<file path="src/rtl/sag_pkg.sv">
// Shared definitions for the segmented address generator.
// Assumes four segment bases, indexed in the order the override code uses.
package sag_pkg;
    localparam int NSEG = 4;
    localparam int SEG_IDX_W = $clog2(NSEG);

    // Base index: the override code's low two bits map directly onto it.
    typedef enum logic [SEG_IDX_W-1:0] {
        SEG_EXTRA = 2'd0,
        SEG_CODE  = 2'd1,
        SEG_STACK = 2'd2,
        SEG_DATA  = 2'd3
    } seg_idx_t;

    typedef enum logic [1:0] {
        ACC_DATA  = 2'd0,
        ACC_STACK = 2'd1,
        ACC_FETCH = 2'd2,
        ACC_RSVD  = 2'd3
    } acc_kind_t;
endpackage

</file>
<file path="src/rtl/sag_seg_file.sv">
// Segment base storage: one register per base, each with its own write decode.
// Assumes a synchronous active-low reset that also masks the write port.
module sag_seg_file #(
    parameter int SEG_W = 16,
    parameter int NSEG  = sag_pkg::NSEG
) (
    input  logic                        clk,
    input  logic                        rst_n,
    input  logic                        wr_en,
    input  logic [$clog2(NSEG)-1:0]     wr_sel,
    input  logic [SEG_W-1:0]            wr_data,
    output logic [NSEG-1:0][SEG_W-1:0]  seg_o
);
    for (genvar g = 0; g < NSEG; g++) begin : g_seg
        // Holds one base; clears in reset, loads when addressed.
        always_ff @(posedge clk) begin
            if (!rst_n)
                seg_o[g] <= '0;
            else if (wr_en && (wr_sel == g))
                seg_o[g] <= wr_data;
        end

        // the first cycle out of reset sees a cleared base.
        a_r8_reset_clears: assert property (@(posedge clk) disable iff (!rst_n)
            $past(!rst_n) |-> (seg_o[g] == '0));
    end

    // the written value is present one edge after the strobe.
    a_r7_write_lands: assert property (@(posedge clk) disable iff (!rst_n)
        (wr_en && $past(rst_n)) |=> (seg_o[$past(wr_sel)] == $past(wr_data)));

    // with no strobe, every base holds its value.
    a_r7_hold_idle: assert property (@(posedge clk) disable iff (!rst_n)
        (!wr_en && $past(rst_n)) |=> $stable(seg_o));
endmodule

</file>
<file path="src/rtl/sag_seg_pick.sv">
// Base selection: an explicit override wins, otherwise the access kind picks.
// Assumes override codes below 4 mean "none". The output is a one-hot grant.
module sag_seg_pick #(
    parameter int NSEG = sag_pkg::NSEG
) (
    input  logic            clk,
    input  logic            rst_n,
    input  logic [1:0]      acc_kind,
    input  logic [2:0]      ovr_sel,
    output logic [NSEG-1:0] sel_oh
);
    import sag_pkg::*;

    seg_idx_t dflt_idx;
    seg_idx_t pick_idx;

    // Maps the access kind to its default base.
    always_comb begin
        case (acc_kind_t'(acc_kind))
            ACC_STACK: dflt_idx = SEG_STACK;
            ACC_FETCH: dflt_idx = SEG_CODE;
            default:   dflt_idx = SEG_DATA;
        endcase
    end

    // Applies the override when its enable bit is set.
    always_comb begin
        pick_idx = ovr_sel[2] ? seg_idx_t'(ovr_sel[1:0]) : dflt_idx;
    end

    // Expands the chosen index into a one-hot grant.
    always_comb begin
        sel_oh = '0;
        sel_oh[pick_idx] = 1'b1;
    end

    // exactly one base is granted per access.
    a_r3_one_grant: assert property (@(posedge clk) disable iff (!rst_n)
        $countones(sel_oh) == 1);

    // a stack access without an override never takes the code or extra base.
    a_r2_stack_default: assert property (@(posedge clk) disable iff (!rst_n)
        (!ovr_sel[2] && acc_kind == 2'd1) |-> sel_oh[SEG_STACK]);
endmodule

</file>
<file path="src/rtl/sag_addr_calc.sv">
// Address arithmetic: muxes the granted base, shifts it and adds the offset,
// then applies the bit-20 gate. Purely combinational; clk is for checks only.
module sag_addr_calc #(
    parameter int SEG_W  = 16,
    parameter int OFF_W  = 16,
    parameter int SHIFT  = 4,
    parameter int NSEG   = sag_pkg::NSEG,
    parameter int ADDR_W = ((SEG_W + SHIFT) > OFF_W ? (SEG_W + SHIFT) : OFF_W) + 1
) (
    input  logic                        clk,
    input  logic                        rst_n,
    input  logic [NSEG-1:0][SEG_W-1:0]  seg_i,
    input  logic [NSEG-1:0]             sel_oh,
    input  logic [OFF_W-1:0]            offset,
    input  logic                        a20_en,
    output logic [ADDR_W-1:0]           phys_addr,
    output logic                        wrap_flag
);
    localparam int BASE_W = SEG_W + SHIFT;
    localparam logic [ADDR_W-1:0] WIN = ADDR_W'(1) << OFF_W;
    localparam logic [ADDR_W-1:0] TOP = ADDR_W'({SEG_W{1'b1}}) * ADDR_W'(1 << SHIFT)
                                      + ADDR_W'({OFF_W{1'b1}});

    logic [NSEG-1:0][SEG_W-1:0] masked;
    logic [SEG_W-1:0]           seg_sel;
    logic [ADDR_W-1:0]          base;
    logic [ADDR_W-1:0]          raw;

    // Gates each base by its grant bit.
    for (genvar g = 0; g < NSEG; g++) begin : g_mask
        assign masked[g] = sel_oh[g] ? seg_i[g] : '0;
    end

    // ORs the gated bases into the selected one.
    always_comb begin
        seg_sel = '0;
        for (int i = 0; i < NSEG; i++) seg_sel = seg_sel | masked[i];
    end

    // Forms the full-width sum of the shifted base and the offset.
    always_comb begin
        base = ADDR_W'({seg_sel, {SHIFT{1'b0}}});
        raw  = base + ADDR_W'(offset);
    end

    // Drops the top carry when the gate is closed and reports it.
    always_comb begin
        phys_addr = raw;
        wrap_flag = 1'b0;
        if (!a20_en) begin
            phys_addr[ADDR_W-1] = 1'b0;
            wrap_flag = raw[ADDR_W-1];
        end
    end

    // a closed gate never lets bit 20 out.
    a_r4_top_bit_low: assert property (@(posedge clk) disable iff (!rst_n)
        !a20_en |-> !phys_addr[ADDR_W-1]);

    // a wrap is only reported with the gate closed.
    a_r5_wrap_gated: assert property (@(posedge clk) disable iff (!rst_n)
        wrap_flag |-> !a20_en);

    // with the gate open the address lies inside the base's 64 KB window.
    a_r1_in_window: assert property (@(posedge clk) disable iff (!rst_n)
        a20_en |-> ((phys_addr >= base) && ((phys_addr - base) < WIN)));

    // the open-gate address never passes the highest reachable value.
    a_r6_ceiling: assert property (@(posedge clk) disable iff (!rst_n)
        a20_en |-> (phys_addr <= TOP));
endmodule

</file>
<file path="src/rtl/seg_addr_gen.sv">
// Top level: segment base storage, base selection and address arithmetic.
// Assumes inputs are stable around the rising edge. The address path has no state.
module seg_addr_gen #(
    parameter int SEG_W  = 16,
    parameter int OFF_W  = 16,
    parameter int SHIFT  = 4,
    parameter int ADDR_W = ((SEG_W + SHIFT) > OFF_W ? (SEG_W + SHIFT) : OFF_W) + 1
) (
    input  logic              clk,
    input  logic              rst_n,
    input  logic              wr_en,
    input  logic [1:0]        wr_sel,
    input  logic [SEG_W-1:0]  wr_data,
    input  logic [1:0]        acc_kind,
    input  logic [2:0]        ovr_sel,
    input  logic [OFF_W-1:0]  offset,
    input  logic              a20_en,
    output logic [ADDR_W-1:0] phys_addr,
    output logic              wrap_flag
);
    import sag_pkg::*;

    logic [NSEG-1:0][SEG_W-1:0] seg_q;
    logic [NSEG-1:0]            sel_oh;

    sag_seg_file #(.SEG_W(SEG_W), .NSEG(NSEG)) i_file (
        .clk     (clk),
        .rst_n   (rst_n),
        .wr_en   (wr_en),
        .wr_sel  (wr_sel),
        .wr_data (wr_data),
        .seg_o   (seg_q)
    );

    sag_seg_pick #(.NSEG(NSEG)) i_pick (
        .clk      (clk),
        .rst_n    (rst_n),
        .acc_kind (acc_kind),
        .ovr_sel  (ovr_sel),
        .sel_oh   (sel_oh)
    );

    sag_addr_calc #(
        .SEG_W(SEG_W), .OFF_W(OFF_W), .SHIFT(SHIFT), .NSEG(NSEG), .ADDR_W(ADDR_W)
    ) i_calc (
        .clk       (clk),
        .rst_n     (rst_n),
        .seg_i     (seg_q),
        .sel_oh    (sel_oh),
        .offset    (offset),
        .a20_en    (a20_en),
        .phys_addr (phys_addr),
        .wrap_flag (wrap_flag)
    );
endmodule

</file>
<file path="config.mk">
export PLATFORM = sky130hd
export DESIGN_NAME = seg_addr_gen
export DESIGN_NICKNAME = d
export VERILOG_FILES = /design/src/rtl/sag_pkg.sv /design/src/rtl/sag_seg_file.sv /design/src/rtl/sag_seg_pick.sv /design/src/rtl/sag_addr_calc.sv /design/src/rtl/seg_addr_gen.sv
export SDC_FILE = /design/constraint.sdc
export NUM_CORES = 1
export LEC_CHECK = 0
export ABC_AREA = 0
export BUFFER_PORTS_ARGS = -buffer_cell sky130_fd_sc_hd__buf_2
export CAP_MARGIN = 20
export CORE_ASPECT_RATIO = 0.9
export CORE_MARGIN = 2
export CORE_UTILIZATION = 40
export DETAILED_ROUTE_END_ITERATION = 16
export PLACE_DENSITY_LB_ADDON = 0.3
export SYNTH_ARGS = -nofsm -noshare
export SYNTH_HDL_FRONTEND = slang
export SYNTH_SLANG_ARGS = --single-unit
</file>
<file path="constraint.sdc">
create_clock -name clk -period 6.6 [get_ports clk]
set_clock_uncertainty 0.05 [all_clocks]
set_input_delay 0.66 -clock clk [delete_from_list [all_inputs] [get_ports clk]]
set_output_delay 0.66 -clock clk [all_outputs]
set_load 0.005 [all_outputs]
</file>
* Word-level counts from Yosys, hierarchy flattened
Index checks and enable logic that the tools add are counted.
** Storage, ports and cells
- Input port bits :: 43
- Logic and storage cells :: 31
- Output and inout bits :: 22
- Bits in registers :: 64
** Operators by class
- Reductions and logical operators :: 6
- Magnitude comparators :: 2
- Muxes and demuxes :: 10
- Equality and inequality tests :: 5
- Bitwise gates (word level) :: 3
- Add/sub/neg operators :: 1
** Operators by type and width (count)
- 16-bit two-way mux :: 4
- 16-bit bitwise OR :: 3
- 20-bit by 16-bit adder with 21-bit output :: 1
- 2-bit == test (second input constant) :: 3
- 1-bit logical AND :: 5
- 2-bit by 1-bit == test with 1-bit output (second input constant) :: 2
- 2-bit one-hot mux with 2 select lines :: 1
- 2-bit by 3-bit < comparator with 1-bit output (second input constant) :: 1
- 1-bit two-way mux :: 3
- 1-bit demux with 2-bit select :: 1
- 2-bit by 1-bit greater-or-equal comparator with 1-bit output (second input constant) :: 1
- 2-bit logical NOT :: 1
- 2-bit two-way mux :: 1

* Longest topological paths before layout
Gate-level depths: netlist (run 1).
- Depth in word-level cells :: 13
- Gate-level depth with buffers :: 13
- Gate-level depth less buffers :: 11

* Cells and area by module
From an unflattened synthesis (run 1), not the netlist that was laid out.
** Second synthesis, totals
- Cell total of the unflattened synthesis :: 392
- Area, all modules :: 3641.0 um^2
** Modules (own cells, without submodules)
- sag_seg_file :: cells each 228, area an instance 2368.5 um^2, instances 1, seq. area each 1281.2 um^2
- sag_addr_calc :: cells each 154, area an instance 1198.6 um^2, instances 1, seq. area each 0.0 um^2
- sag_seg_pick :: cells each 10, area an instance 73.8 um^2, instances 1, seq. area each 0.0 um^2

* Worst setup path before layout (run 1)
Ideal clock, no wire load.
- Kind :: input to output
- Start :: input acc_kind[0]
- End :: output phys_addr[14]
- Buffers on the path :: 1
- Data arrival time :: 3.247 ns
- Path slack :: 2.643 ns
- Stages :: 11
- Path through :: nand2b_1 > mux2i_1 > buf_6 > mux4_1 > ha_1 > fa_1 > a211oi_1 > o211ai_1 > and2_1 > a31oi_1 > xnor2_1
** Between the ends
- Longest elaborated chain between the ends :: 12
- Elaborated cells on any way between the ends :: 17
- Those cells by class :: add/sub (1); order compare (2); eq/ne (2); mux (8); bitwise (3); reduce/logical (1)
** Ends and longest elaborated chain
- from (decl) :: RTL line seg_addr_gen.sv:14 : input logic [1:0] acc_kind,
- 2-bit == test / 2-bit by 1-bit == test with 1-bit output (equally long branches) :: RTL line sag_seg_pick.sv:19 : case (acc_kind_t'(acc_kind))
- 2-bit one-hot mux with 2 select lines * :: RTL line sag_seg_pick.sv:19
- 2-bit two-way mux * :: RTL line sag_seg_pick.sv:28 : pick_idx = ovr_sel[2] ? seg_idx_t'(ovr_sel[1:0]) : dflt_idx;
- 2-bit by 3-bit < comparator with 1-bit output (implied by the code) / 2-bit by 1-bit greater-or-equal comparator with 1-bit output (equally long branches) :: RTL line sag_seg_pick.sv:34 : sel_oh[pick_idx] = 1'b1;
- 1-bit logical AND (implied by the code) :: RTL line sag_seg_pick.sv:34
- 1-bit two-way mux (implied by the code) :: RTL line sag_seg_pick.sv:34
- 1-bit demux with 2-bit select *
- 16-bit two-way mux :: RTL line sag_addr_calc.sv:31 : assign masked[g] = sel_oh[g] ? seg_i[g] : '0;
- 16-bit bitwise OR (2 in series) :: RTL line sag_addr_calc.sv:37 : for (int i = 0; i < NSEG; i++) seg_sel = seg_sel | masked[i];
- 16-bit bitwise OR * :: RTL line sag_addr_calc.sv:37
- 20-bit by 16-bit adder with 21-bit output * :: RTL line sag_addr_calc.sv:43 : raw = base + ADDR_W'(offset);
- to (decl) :: RTL line seg_addr_gen.sv:18 : output logic [ADDR_W-1:0] phys_addr,
Every way passes the cells marked *; elsewhere a longest branch is shown, timed or not.

* Worst setup path after layout (run 1)
- Start :: input acc_kind[1]
- End :: output phys_addr[14]
The elaborated chain is that of the path after synthesis.

==> results of run 1 <==
cell usage after synthesis, types with 6 or more instances:
| cell type | instances |
|---|---|
| sky130_fd_sc_hd__mux2i_1 | 8 |
| sky130_fd_sc_hd__a21oi_1 | 9 |
| sky130_fd_sc_hd__dfxtp_1 | 64 |
| sky130_fd_sc_hd__a21boi_0 | 62 |
| sky130_fd_sc_hd__ha_1 | 12 |
| sky130_fd_sc_hd__mux4_1 | 6 |
| sky130_fd_sc_hd__xor2_1 | 6 |
| sky130_fd_sc_hd__nor2_1 | 8 |
| sky130_fd_sc_hd__mux4_2 | 10 |
| sky130_fd_sc_hd__buf_4 | 7 |
| sky130_fd_sc_hd__nand2_1 | 138 |
| sky130_fd_sc_hd__xnor2_1 | 7 |
| sky130_fd_sc_hd__clkbuf_1 | 17 |
kinds of logic (layout without fill, tap and decap cells):
kind of cell / Yosys count / after routing / synth area share (%)
simple gates: 170 / 170 / 19.8
compound gates: 93 / 93 / 18.8
mux: 24 / 24 / 13.1
xor+xnor: 13 / 13 / 3.22
fa+ha+maj: 13 / 13 / 4.81
flops: 64 / 64 / 36.2
buf+inv: 29 / 80 / 4.06
worst paths after layout:
kind / cells past startpoint / slack (ns) / start / to
setup / recovery: 13 / 1.91 / acc_kind[1] / phys_addr[14]
hold / removal: 2 / 0.41 / i_file.seg_o[3] / i_file.seg_o[3]
setup reg to reg: 2 / 5.84 / i_file.seg_o[14] / i_file.seg_o[14]
hold reg to reg: 2 / 0.41 / i_file.seg_o[3] / i_file.seg_o[3]
layout by cell type, fill, tap and decap left out, drive strengths merged, types with 4 or more instances in the layout:
master | synthesis | final
a21boi | 65 | 65
a21o | 5 | 5
a21oi | 10 | 10
buf | 10 | 62
clkbuf | 17 | 10
dfxtp | 64 | 64
ha | 12 | 12
mux2i | 8 | 8
mux4 | 16 | 16
nand2 | 138 | 138
nand3 | 5 | 5
nor2 | 9 | 9
o21ai | 4 | 4
xnor2 | 7 | 7
xor2 | 6 | 6
cell type report:
class	instances	area (um^2)
inverters	2	7.51
well taps	119	149
clock buffers	10	138
fillers	837	4450
flip-flops and latches	64	1280
multi-input cells	313	2120
repair buffers	62	325
clock inverters	6	91.3
routing by layer:
metal / wire length (um) / GRT usage, %
met5: 0 / 0
met4: 122 / 6.80
met3: 450 / 4.33
met2: 4020 / 30.1
met1: 3920 / 25.0
critical path, cell delays in order:
cell,delay (ns)
sky130_fd_sc_hd__buf_2,0.10
sky130_fd_sc_hd__nand2b_1,0.14
sky130_fd_sc_hd__mux2i_2,0.69
sky130_fd_sc_hd__buf_4,0.28
sky130_fd_sc_hd__mux4_1,0.30
sky130_fd_sc_hd__ha_1,0.23
sky130_fd_sc_hd__fa_1,0.43
sky130_fd_sc_hd__a211oi_1,0.28
sky130_fd_sc_hd__o211ai_1,0.18
sky130_fd_sc_hd__and2_1,0.20
sky130_fd_sc_hd__a31oi_1,0.21
sky130_fd_sc_hd__xnor2_1,0.14
sky130_fd_sc_hd__buf_2,0.13
power groups by stage:
stage / registers (mW) / clock network [mW] / logic [mW]
2_1_floorplan: 0.412 / 0 / 0.0867
3_3_place_gp: 0.415 / 0 / 0.129
3_5_place_dp: 0.415 / 0 / 0.132
4_1_cts: 0.406 / 0.387 / 0.132
5_1_grt: 0.407 / 0.407 / 0.147
6_report: 0.406 / 0.380 / 0.131
stage by stage:
step | utilization (%) | worst slack (ns) | cell area (um^2) | std cells | hold slack, ns
global route | 48.0 | 1.62 | 4120 | 576 | 0.433
finish | 48.0 | 1.91 | 4120 | 576 | 0.412
floorplan | - | 2.64 | 3540 | 406 | 0.389
CTS | 48.0 | 1.84 | 4120 | 576 | 0.418
detailed placement | 45.4 | 1.85 | 3890 | 560 | 0.409
global placement | 45.4 | 1.95 | 3890 | 560 | 0.398
==> qor_table.md, run 1 <==
| Result | Value |
|:---|:---|
| Diode count | 0 |
| Syn_area_per_cell | 8.72 um^2 |
| Period minus WS final | 4.69 ns |
| Highest attainable clock frequency | 213 MHz |
| Floorplan die area | 9620 um^2 |
| Post-Synthesis Net Count | 462 |
| Fraction of layout instances using a drive strength above 1 | 21.0% |
| Library cell with the largest summed area after synthesis | sky130_fd_sc_hd__dfxtp_1 |
| Level count of the clock H-tree | 3 |
| Post-route fraction of the period consumed by the critical path | 71.1% |
| Worst Setup Start Kind | primary input |
| Core Footprint | 8570 um^2 |
| Sequential share of the synthesized area | 36.2% |
| Max Cap Violations | 0 |
| Max reg flops | 64 |
| Routed WL | 8510 um |
| Number of enable-type register cells in the synthesized netlist | 0 |
| Data required time at the worst endpoint | 5.89 ns |
| Setup repair after global routing missed its margin | false |
| Max Transition Viols Final | 0 |
| Overall power after layout | 918 uW |
| Largest registers in the final layout | i_file.seg_o (64) |
| Category of the most critical setup path | in -> out |
| Number of remaining DRC errors | 0 |
| Maximum number of pins on one net before global-route repair | 65 |
| Count of buffers inserted at the top-level ports | 56 |
| Number of buffers inserted during clock tree synthesis | 9 |
| Number of warnings printed during yosys synthesis | 0 |
| Via count of the first global-routing pass | 2817 |
| Power Dens Cells | 223 nW/um^2 |
| Clock-pin slew on the worst setup and hold paths | 0.06 ns |
| Ys flop type | sky130_fd_sc_hd__dfxtp_1 |
| GR Overflow Total | 0 |
| Total number of nets in the final design | 508 |
| Via/cell ratio | 5.14 |
| Root buffer cell | sky130_fd_sc_hd__clkbuf_8 |
| Horizontal die dimension | 103 um |
| Antenna violations before repair | 0 |
| CTS tree | yes |
| Relative contribution of combinational cells to total power | 14.3% |
| TritonCTS sink count | 64 |
| Count of hold buffers inserted by post-cts repair | 0 |
| TritonRoute pass-1 iters | 4 |
| Top reg by flops | i_file.seg_o |
| Clock latency at the later pin of the worst-skew pair | 0.34 ns |
| Finish-stage setup viols | 0 |
| First-pass GRT wire length | 13800 um |
| Sequential Power Share | 44.3% |
| GP Congestion | 0.870 |
| Main area contributors after synthesis | sky130_fd_sc_hd__dfxtp_1 36%, sky130_fd_sc_hd__nand2_1 15%, sky130_fd_sc_hd__a21boi_0 13%, sky130_fd_sc_hd__mux4_2 6.4%, sky130_fd_sc_hd__mux4_1 4.5% |
| Cts repair resizes | 0 |
| Count of antenna-violating nets left after detailed routing | 0 |
| Result of the run | complete, no violations |
| Reported net switching power | 234 uW |
| Number of buffers on the longest clock path | 2 |
| Post-synth top area share | 36.2% |
| Count of vias placed by the detailed router | 2961 |
| Combined global-route utilization of all metal layers | 18.9% |
| HPWL after DPL | 5970 um |
| Summed negative setup slack over all endpoints | 0 ns |
| Maximum VDD drop | 0.0987 mV |
| Register bit total from synthesis | 64 |
| Distinct cell type count of the synthesized netlist | 41 |
| Height of the die | 93.3 um |
| Initial core utilization | 41.3% |
| Data arrival time at the worst-slack endpoint | 3.98 ns |
| Worst slew pin tran | 0.912 ns |
| Kind of path behind the tightest hold check | reg -> reg |
| Fin. Hold Viols | 0 |
| Asr flop ratio synth | 0% |
| Maximum fanout count along the critical path | 11 |
| Switching share of power | 25.5% |
| I/O pins | 65 |
| Internal power contribution | 683 uW |
| Instance count of the mapped netlist | 406 |
| Total leakage power | 1.64 nW |
| Capturing element type of the critical path | output pin |
| Wire per inst | 14.8 um |
| Setup bufs post-CTS | 0 |
| Max-slew headroom | 39.2% |
| Part of the power in the clock network | 41.4% |
| Cell area after technology mapping | 3540 um^2 |
| Layout-stage area growth over the synthesis result | 16.2% |
| Starting DRC count in detailed routing | 124 |
| Placement row count | 32 |
Power figures use the tool's default switching activity.
==> run 2, diff against run 1 <==
==> constraint.sdc (replaced) <==
create_clock -name clk -period 4.6 [get_ports clk]
set_clock_uncertainty 0.05 [all_clocks]
set_input_delay 0.46 -clock clk [delete_from_list [all_inputs] [get_ports clk]]
set_output_delay 0.46 -clock clk [all_outputs]
set_load 0.005 [all_outputs]
==> run 2 against run 1 <==
Net effect: clock power up 44%; via count decreased by 0.54%; critical path type unchanged; final area fell by 0.18%; worst setup slack worse by 1.4 ns; register-to-register slack got worse by 2.0 ns; critical path depth unchanged; combinational power up 45%; highest routed layer unchanged.
==> qor_table.md, run 2 (synthesis gave the netlist of run 1 again) <==
| Result | Value | Change |
|:---|:---|:---|
| # placed instances | 560 | unchanged |
| Top reg by flops | i_file.seg_o |  |
| Setup repair after global routing missed its margin | false |  |
| Kind of path behind the tightest hold check | in -> reg |  |
| Max Transition Viols Final | 0 | unchanged |
| Initial core utilization | 41.3% | unchanged |
| Max reg flops | 64 | unchanged |
| HPWL after DPL | 6040 um | +1.1% |
| Maximum number of pins on one net before global-route repair | 65 | unchanged |
| Finish-stage setup viols | 0 | unchanged |
| Root buffer cell | sky130_fd_sc_hd__clkbuf_8 |  |
| Most common cell after layout, fill and taps aside | sky130_fd_sc_hd__nand2_1 |  |
| Worst path setup slack after routing | 0.549 ns | -1.36 ns |
| GR Overflow Total | 0 | unchanged |
| I/O pins | 65 | unchanged |
| Cts repair resizes | 0 | unchanged |
| Count of buffers inserted at the top-level ports | 56 | unchanged |
| TritonCTS sink count | 64 | unchanged |
| Capturing element type of the critical path | output pin |  |
| Period minus WS final | 4.05 ns |  |
| Placement row count | 32 | unchanged |
| Number of buffers inserted during clock tree synthesis | 9 | unchanged |
| Max-slew headroom | 39.5% | +0.33 points |
| Antenna violations before repair | 0 | unchanged |
| Fin. Hold Viols | 0 | unchanged |
| Area after DPL | 3890 um^2 | unchanged |
| Post-route fraction of the period consumed by the critical path | 88.1% |  |
| Power Dens Cells | 321 nW/um^2 | +44% |
| Worst slew pin tran | 0.907 ns | -0.00495 ns |
| Data required time at the worst endpoint | 4.09 ns | -1.80 ns |
| Min Hold Slack | 0.341 ns | -0.0717 ns |
| Data arrival time at the worst-slack endpoint | 3.54 ns | -0.44 ns |
| Via count of the first global-routing pass | 2816 | -0.035% |
| TritonRoute pass-1 iters | 4 | unchanged |
| Category of the most critical setup path | in -> out |  |
| Total leakage power | 1.64 nW | about the same |
| GP Congestion | 0.826 | -5.1% |
| Post-route insts no fill | 576 | unchanged |
| Most frequent cells in the layout | 138 x sky130_fd_sc_hd__nand2_1, 64 x sky130_fd_sc_hd__dfxtp_1, 62 x sky130_fd_sc_hd__a21boi_0 |  |
| Final Instance Area | 4110 um^2 | -0.18% |
| Horizontal die dimension | 103 um | unchanged |
| Overall power after layout | 1.32 mW | +44% |
| Height of the die | 93.3 um | unchanged |
| Count of hold buffers inserted by post-cts repair | 0 | unchanged |
| Max Cap Violations | 0 | unchanged |
| Combined global-route utilization of all metal layers | 19.2% | +0.34 points |
| Result of the run | complete, no violations |  |
| Summed negative setup slack over all endpoints | 0 ns | unchanged |
| Largest registers in the final layout | i_file.seg_o (64) |  |
| Worst Setup Start Kind | primary input |  |
| Clock latency at the later pin of the worst-skew pair | 0.35 ns | about the same |
| Fraction of layout instances using a drive strength above 1 | 20.8% | -0.22 points |
| Level count of the clock H-tree | 3 | unchanged |
| Count of antenna-violating nets left after detailed routing | 0 | unchanged |
| Diode count | 0 | unchanged |
| CTS tree | yes |  |
| Highest attainable clock frequency | 247 MHz |  |
| Clock-pin slew on the worst setup and hold paths | 0.07 ns | about the same |
| Number of remaining DRC errors | 0 | unchanged |
| Maximum fanout count along the critical path | 13 | +2 |
| Via/cell ratio | 5.11 | -0.54% |
| Setup bufs post-CTS | 0 | unchanged |
| Total number of nets in the final design | 508 | unchanged |
| Routed WL | 8710 um | +2.3% |
| Layout-stage area growth over the synthesis result | 16.0% |  |
| Setup slack after placement | 0.557 ns | -1.29 ns |
| Number of buffers on the longest clock path | 2 | unchanged |
| Count of vias placed by the detailed router | 2945 | -0.54% |
| Starting DRC count in detailed routing | 144 | +16% |
| Wire per inst | 15.1 um | +2.3% |
| First-pass GRT wire length | 14100 um | +1.6% |
| Floorplan die area | 9620 um^2 | unchanged |
| Core Footprint | 8570 um^2 | unchanged |
| Maximum VDD drop | 0.134 mV | +36% |
| Util after Layout | 47.9% | -0.088 points |
## run 2: cell count changes in the layout (fill, tap and decap cells not counted)
cell	delta
sky130_fd_sc_hd__clkbuf_1	+1
sky130_fd_sc_hd__inv_6	-1
sky130_fd_sc_hd__clkinvlp_4	-1
sky130_fd_sc_hd__clkinv_2	+1
## run 2: layout make-up
cell class                      instances  area [um^2]
Sequential cell                        64         1280
Timing Repair Buffer                   62          325
Fill cell                             841         4460
Multi-Input combinational cell        313         2120
Tap cell                              119          149
Inverter                                2         7.51
Clock inverter                          5         80.1
Clock buffer                           11          141
## run 2: routing by layer
| metal | global-route usage (%) | routed length [um] | up-vias |
|---|---|---|---|
| met5 | 0 | 0 | - |
| met4 | 7.24 | 113 | 0 |
| met3 | 3.74 | 387 | 12 |
| met2 | 31.3 | 4180 | 62 |
| met1 | 25.2 | 4030 | 1387 |
| li1 | - | - | 1484 |
## run 2: critical path: stages
cell                       delay, ns
sky130_fd_sc_hd__buf_2          0.10
sky130_fd_sc_hd__nand2b_1       0.14
sky130_fd_sc_hd__mux2i_2        0.14
sky130_fd_sc_hd__buf_4          0.28
sky130_fd_sc_hd__mux4_1         0.59
sky130_fd_sc_hd__ha_1           0.22
sky130_fd_sc_hd__fa_1           0.43
sky130_fd_sc_hd__a211oi_1       0.31
sky130_fd_sc_hd__o211ai_1       0.18
sky130_fd_sc_hd__and2_1         0.20
sky130_fd_sc_hd__a31oi_1        0.22
sky130_fd_sc_hd__xnor2_1        0.14
sky130_fd_sc_hd__buf_2          0.13
## run 2: worst paths after layout
kind                                  startpoint                to  slack, ns  cells past startpoint
worst max-delay path                 acc_kind[0]     phys_addr[14]       0.55                     13
worst min-delay path                  wr_data[3]  i_file.seg_o[51]       0.34                      3
worst max register to register  i_file.seg_o[61]  i_file.seg_o[61]       3.84                      2
worst min register to register  i_file.seg_o[52]  i_file.seg_o[52]       0.41                      2
## run 2: report_power, final
part	switching [mW]	internal (mW)	leakage, nW
Sequential	0.0104	0.572	0.520
Combinational	0.103	0.0871	1.01
Clock	0.229	0.319	0.106
Total	0.342	0.978	1.64
